$ cat config.mk
export PLATFORM = sky130hd
export DESIGN_NAME = flash_seq
export DESIGN_NICKNAME = d
export VERILOG_FILES = /design/src/rtl/flash_seq.sv
export SDC_FILE = /design/constraint.sdc
export NUM_CORES = 1
export LEC_CHECK = 0
export CAP_MARGIN = 25
export CORE_ASPECT_RATIO = 0.8
export CORE_MARGIN = 2
export CORE_UTILIZATION = 58
export CTS_CLUSTER_DIAMETER = 120
export DETAILED_ROUTE_END_ITERATION = 10
export GPL_TIMING_DRIVEN = 0
export PLACE_DENSITY = 0.85
export SYNTH_ARGS = -nofsm -noshare
export SYNTH_HDL_FRONTEND = slang
export SYNTH_SLANG_ARGS = --single-unit
$ cat constraint.sdc
create_clock -name clk -period 5.3 [get_ports clk]
set_clock_uncertainty 0.05 [all_clocks]
set_input_delay 1.06 -clock clk [delete_from_list [all_inputs] [get_ports clk]]
set_output_delay 1.06 -clock clk [all_outputs]
set_load 0.1 [all_outputs]
$ cat src/rtl/flash_seq.sv
module flash_seq #(
  parameter int AW = 8,
  parameter int DW = 16
) (
  input  logic          clk,
  input  logic          rst_n,
  input  logic          bus_wr,
  input  logic [1:0]    bus_sel,
  input  logic [AW-1:0] bus_addr,
  input  logic [DW-1:0] bus_wdata,
  input  logic          prot_any,
  input  logic          special_mode,
  input  logic          irq_en,
  input  logic          op_done,
  input  logic          op_blank,
  input  logic          op_err,
  output logic          buf_empty,
  output logic          cmd_done,
  output logic          acc_err,
  output logic          prot_viol,
  output logic          blank,
  output logic          irq,
  output logic          op_start,
  output logic [7:0]    op_code,
  output logic [AW-1:0] op_addr,
  output logic [DW-1:0] op_data
);
  localparam logic [7:0] C_EV = 8'h05, C_PG = 8'h20, C_BP = 8'h25;
  localparam logic [7:0] C_SE = 8'h40, C_ME = 8'h41, C_MG = 8'h75;
  localparam logic [1:0] S_IDLE = 2'd0, S_ADDR = 2'd1, S_CMD = 2'd2;

  logic [1:0]    seq;
  logic [AW-1:0] s_addr, p_addr, a_addr, b_next;
  logic [DW-1:0] s_data, p_data, a_data;
  logic [7:0]    s_cmd, p_cmd, a_cmd;
  logic          p_vld, a_vld, acc_q, pv_q, blank_q, start_q;

  wire       wr_arr  = bus_wr && bus_sel == 2'd0;
  wire       wr_cmd  = bus_wr && bus_sel == 2'd1;
  wire       wr_stat = bus_wr && bus_sel == 2'd2;
  wire [7:0] wcode   = bus_wdata[7:0];
  wire       code_ok = wcode == C_EV || wcode == C_PG || wcode == C_BP ||
                       wcode == C_SE || wcode == C_ME ||
                       (wcode == C_MG && special_mode);
  wire       chain   = a_vld && a_cmd == C_BP;
  wire [AW-1:0] b_base = (s_cmd == C_BP && chain) ? b_next : s_addr;

  assign buf_empty = !p_vld && !(a_vld && a_cmd != C_BP);
  assign cmd_done  = !p_vld && !a_vld;
  assign irq       = irq_en && cmd_done;
  assign acc_err   = acc_q;
  assign prot_viol = pv_q;
  assign blank     = blank_q;
  assign op_start  = start_q;
  assign op_code   = a_cmd;
  assign op_addr   = a_addr;
  assign op_data   = a_data;

  always_ff @(posedge clk or negedge rst_n) begin
    if (!rst_n) begin
      seq <= S_IDLE;
      s_addr <= '0; s_data <= '0; s_cmd <= '0;
      p_addr <= '0; p_data <= '0; p_cmd <= '0; p_vld <= 1'b0;
      a_addr <= '0; a_data <= '0; a_cmd <= '0; a_vld <= 1'b0;
      b_next <= '0;
      acc_q <= 1'b0; pv_q <= 1'b0; blank_q <= 1'b0; start_q <= 1'b0;
    end else begin
      start_q <= 1'b0;
      case (seq)
        S_IDLE: begin
          if (wr_arr) begin
            if (!buf_empty || acc_q || pv_q) acc_q <= 1'b1;
            else begin
              s_addr <= bus_addr;
              s_data <= bus_wdata;
              seq    <= S_ADDR;
            end
          end else if (wr_cmd) begin
            acc_q <= 1'b1;
          end else if (wr_stat) begin
            if (bus_wdata[7]) acc_q <= 1'b1;
            else if (bus_wdata[4]) acc_q <= 1'b0;
            if (!bus_wdata[7] && bus_wdata[5]) pv_q <= 1'b0;
          end
        end
        S_ADDR: begin
          if (wr_cmd && code_ok) begin
            s_cmd <= wcode;
            seq   <= S_CMD;
          end else if (bus_wr) begin
            acc_q <= 1'b1;
            seq   <= S_IDLE;
          end
        end
        S_CMD: begin
          if (wr_stat && bus_wdata[7]) begin
            seq <= S_IDLE;
            if (s_cmd == C_ME && prot_any) pv_q <= 1'b1;
            else begin
              p_vld  <= 1'b1;
              p_cmd  <= s_cmd;
              p_data <= s_data;
              p_addr <= b_base;
              if (s_cmd == C_BP) b_next <= b_base + 1'b1;
              if (s_cmd == C_EV) blank_q <= 1'b0;
            end
          end else if (bus_wr) begin
            acc_q <= 1'b1;
            seq   <= S_IDLE;
          end
        end
        default: seq <= S_IDLE;
      endcase
      if (a_vld && op_done) begin
        a_vld <= 1'b0;
        if (op_err) acc_q <= 1'b1;
        if (a_cmd == C_EV) blank_q <= op_blank;
      end else if (!a_vld && p_vld) begin
        a_vld   <= 1'b1;
        a_cmd   <= p_cmd;
        a_addr  <= p_addr;
        a_data  <= p_data;
        p_vld   <= 1'b0;
        start_q <= 1'b1;
      end
    end
  end

  assert_one_start_R2: assert property (@(posedge clk) disable iff (!rst_n)
    op_start |=> !op_start);
  assert_abort_idle_R3: assert property (@(posedge clk) disable iff (!rst_n)
    ($rose(acc_q) && !$past(op_done)) |-> seq == S_IDLE);
  assert_pv_noop_R6: assert property (@(posedge clk) disable iff (!rst_n)
    $rose(pv_q) |-> !p_vld);
  assert_done_rise_R9: assert property (@(posedge clk) disable iff (!rst_n)
    $rose(cmd_done) |-> $past(op_done));
  assert_irq_quiet_R9: assert property (@(posedge clk) disable iff (!rst_n)
    irq |-> (!start_q && !p_vld));
endmodule

### After elaboration in Yosys (flattened, before gate mapping)

Index checks and enable logic that the tools add are counted.

* bitwise gates (word level): 3
* $add $sub $neg: 1
* reductions and logical operators: 39
* mux-type cells: 41
* equal/unequal tests: 24

Operator list (number)
* $eq A8 B6 Y1 const B: 4
* $eq A8 B7 Y1 const B: 4
* $mux W1: 32
* $eq A8 B3 Y1 const B: 3
* $logic_and A1 B1 Y1: 16
* $ne A2 B2 Y1 const B: 8
* $mux W2: 5
* $add A8 B1 Y8 const B: 1
* $mux W8: 1
* $ne A8 B6 Y1 const B: 1
* $logic_or A1 B1 Y1: 7
* $reduce_and A7 Y1: 1
* $pmux W2 S3: 1
* $reduce_and A2 Y1: 3
* $reduce_and A3 Y1: 2
* $logic_not A1 Y1: 5
* $eq A2 B1 Y1 const B: 2
* $eq A2 B2 Y1 const B: 2
* $logic_not A2 Y1: 2
* $reduce_and A4 Y1: 1
* $reduce_bool A2 Y1: 2
* $not A1 Y1: 3
* $pmux W1 S3: 1
* $pmux W1 S2: 1

* register bits after elaboration: 112
* word-level logic and storage cells: 125
* output and inout bits: 39

### Logic depth before layout (Yosys ltp)

* depth after elaboration: 12
* depth in mapped cells: 11

### Least setup slack after synthesis

No wires, ideal clock.

* path kind: register -> output
* start: register a_cmd[2] (netlist: op_code[2])
* end: output port buf_empty
* arrival time: 3085 ps
* data required time: 4190 ps
* path slack: 1105 ps
* cell stages (with the launch flop): 4
* cells stage by stage: dfrtp_1 or4bb_1 o21ai_1 nor2b_1

* cells in the longest elaborated chain, start to end: 4

Ends and longest elaborated chain
* start: declaration: RTL line 35 `logic [7:0] s_cmd, p_cmd, a_cmd;`
* start signal: assignment: RTL line 120 `a_cmd <= p_cmd;`
* $ne A8 B6 Y1: RTL line 48 `assign buf_empty = !p_vld && !(a_vld && a_cmd != C_BP);`
* $logic_and A1 B1 Y1: RTL line 48
* $logic_not A1 Y1: RTL line 48
* $logic_and A1 B1 Y1: RTL line 48
* end: declaration: RTL line 17 `output logic buf_empty,`

Every way passes these cells.

### Final worst setup path

* start: register a_cmd[7] (netlist: op_code[7])
* end: output port buf_empty

The elaborated chain is that of the path after synthesis.

==> out/results.md <==
### Drt
• **# DRC** 0
• **routed wire length** 11000 um
• **detailed router's first-iteration violation count** 278
• **Routed WL per cell** 17.3 um
• **detail-routed via count per cell** 5.70
• **DR pass1 iterations** 4
• **antenna violation net count after detailed routing** 0
• **Via Count** 3619

### Floorplanning
• **floorplan row count** 29
• **initial core utilization** 60.6%
• **Die H** 86.1 um
• **die width** 107 um
• **Die Footprint** 0.00917 mm2
• **Core ar.** 0.00806 mm2
• **io pins** 74

### STA
• **top achievable clock speed** 240 MHz
• **Min Clock Period, post-route** 4.17 ns
• **slew at the pin with the worst max-slew slack** 0.980 ns
• **Final Hold Slack** 0.417 ns
• **count of final setup violators** 0
• **RSZ-0062 raised after global routing** false
• **final worst setup slack** 1.13 ns
• **max_slew headroom** 34.4%
• **post-route fraction of the period consumed by the critical path** 78.6%
• **max-slew violation total from the final report** 0
• **count of endpoints failing hold in the final timing report** 0

### Cells and area
• **antenna diode count** 0
• **commonest non-fill, non-tap cell in the layout** sky130_fd_sc_hd__nand2_1
• **finished layout cell area** 0.00594 mm2
• **count of filler cells inserted in the layout** 581
• **# nets final** 559
• **commonest cells after routing, fill and taps aside** 118 x sky130_fd_sc_hd__nand2_1, 112 x sky130_fd_sc_hd__dfrtp_1, 72 x sky130_fd_sc_hd__clkdlybuf4s50_1, 47 x sky130_fd_sc_hd__mux2_2, 13 x sky130_fd_sc_hd__clkbuf_1
• **Area growth, synth to finish** 21.8%
• **fraction of layout cells with a size suffix above 1** 14.6%

### Global routing
• **met2 GRT Util** 39.8%
• **antenna violations before repair** 0
• **via count of the first global-routing pass** 3690
• **most utilized layer in the global route result** met2
• **total congestion overflow** 0
• **global-route usage over all layers** 26.1%
• **met3 global-route usage** 6.00%
• **largest net degree at the start of global routing** 75
• **met1 demand-to-capacity share in global routing** 37.6%
• **wire length of the first global-routing pass** 18500 um

### Worst setup path
• **endpoint kind of the worst setup timing path** primary output
• **category of the worst setup path launch point** flop
• **critical path data required time** 4.19 ns
• **startpoint-to-endpoint class of the critical path** flop to primary output
• **data arrival time of the worst path** 3.06 ns
• **maximum fanout encountered on the critical timing path** 4

### Clocking
• **CTS tree** built
• **number of buffers on the longest clock path** 2
• **clock slew seen by the registers of the worst setup and hold paths** 0.10 ns
• **cell chosen for the clock root** sky130_fd_sc_hd__clkbuf_8
• **maximum level of the CTS H-tree** 3
• **clock buffer count from CTS** 9
• **total of cells resized after clock tree synthesis** 0
• **clock tree sinks** 112
• **hold-fix buffer count after cts** 0
• **clk_lat worst skew** 0.38 ns
• **Post CTS Setup Buffer Count** 0

### Placed design
• **RD Place Congestion** 0.915
• **Placed Area** 0.00577 mm2
• **dpl hpwl** 7840 um
• **worst slack, placed** 1.44 ns
• **Port Buf Inserts** 73

### Synth
• **number of enable-type register cells in the synthesized netlist** 0
• **asr flop ratio synth** 100%
• **net count after synthesis** 474
• **flip-flop and latch count after synthesis** 112
• **flip-flop cell with the highest count after synthesis** sky130_fd_sc_hd__dfrtp_1
• **sequential element share of the synthesized area** 57.4%
• **count of yosys warnings during synthesis** 0
• **average size of a mapped cell** 11.1 um2
• **post-synthesis instance area** 0.00488 mm2
• **gate count of the mapped netlist** 438
• **Synth cell types** 56

### Run
• **max-cap check violation count** 0

### Power
• **Power Density** 312 mW/mm2
• **leakage power** 2.92 nW
• **post-layout power** 1.86 mW
• **maximum ir drop on the vdd rail** 0.000288 V

### Min path
• **min-delay worst type** flop to flop

### Status
• **status** finished, final reports clean

-- layer usage --
layer	up-vias	wire length, um
li1	1671	-
met1	1821	5110
met2	117	5090
met3	10	661
met4	0	140
met5	-	0
-- Yosys cell counts (all sizes together), types with 2 or more instances --
| cell type | number | area (um2) |
|---|---|---|
| a32oi | 2 | 17.5 |
| o22a | 2 | 17.5 |
| or4 | 2 | 18.8 |
| and3b | 2 | 17.5 |
| nor4 | 2 | 12.5 |
| nand4 | 6 | 37.5 |
| nand3 | 10 | 50.1 |
| inv | 5 | 18.8 |
| nand2 | 118 | 443 |
| dfrtp | 112 | 2800 |
| xnor2 | 3 | 26.3 |
| nand2b | 6 | 37.5 |
| and3 | 4 | 25.0 |
| mux2 | 56 | 631 |
| nor2 | 12 | 45.0 |
| o211ai | 3 | 22.5 |
| nor3b | 2 | 15.0 |
| clkbuf | 12 | 45.0 |
| or4b | 4 | 43.8 |
| and2 | 6 | 37.5 |
| nor2b | 4 | 25.0 |
| nand4bb | 2 | 22.5 |
| mux2i | 11 | 110 |
| a21oi | 7 | 35.0 |
| nor4b | 2 | 17.5 |
| nor3 | 3 | 20.0 |
| xor2 | 2 | 17.5 |
| buf | 8 | 57.6 |
| o21ai | 11 | 55.1 |
-- report_power, final --
group | internal [mW] | total, mW | switching [mW]
sequential | 0.943 | 1.02 | 0.0779
clock | 0.184 | 0.470 | 0.287
combinational | 0.154 | 0.366 | 0.212
total | 1.28 | 1.86 | 0.577
-- stage by stage --
step                utilization [%]  TNS, ns  std cells
global route                   73.8        0        635
detailed placement             71.7        0        620
floorplan                         -        0        438
CTS                            73.8        0        635
global placement               71.4  -110.44        619
finish                         73.8        0        635
-- worst max-delay path: stages (launching register included) --
cell and delay, ns:
sky130_fd_sc_hd__dfrtp_1 0.48, sky130_fd_sc_hd__or4b_1 0.58, sky130_fd_sc_hd__o21ai_1 0.26, sky130_fd_sc_hd__nor2b_1 0.21
sky130_fd_sc_hd__clkdlybuf4s50_1 1.15
-- final cells by class --
class | instances | area [um2] | share of cell area [%]
clock buffer | 11 | 141 | 2.38
timing repair buffer | 74 | 756 | 12.7
inverter | 6 | 22.5 | 0.379
sequential | 112 | 2800 | 47.1
multi-input combinational | 300 | 1950 | 32.9
tap | 108 | 135 | 2.27
buffer | 20 | 103 | 1.73
clock inverter | 4 | 30.0 | 0.505
-- kinds of logic after synthesis --
family	after synthesis	synth area share, %
buffers and inverters	26	2.56
muxes	67	15.2
AOI/OAI and AO/OA	37	4.97
and+or+nand+nor	190	18.7
xor gates and xnor gates	5	0.897
adders and majority gates	1	0.256
DFF	112	57.4
-- path summary, 6_finish.rpt --
check	startpoint	to	slack, ns	depth (start not counted)
min	p_data[6]	op_data[6]	0.42	2
min in group asynchronous	rst_n	s_data[12]	0.59	1
max	op_code[7]	buf_empty	1.13	4
max in group asynchronous	rst_n	op_code[4]	3.89	2
min reg2reg	p_data[6]	op_data[6]	0.42	2
max reg2reg	op_code[7]	b_next[6]	2.26	11
No activity file was read; power rests on OpenSTA's default activity.
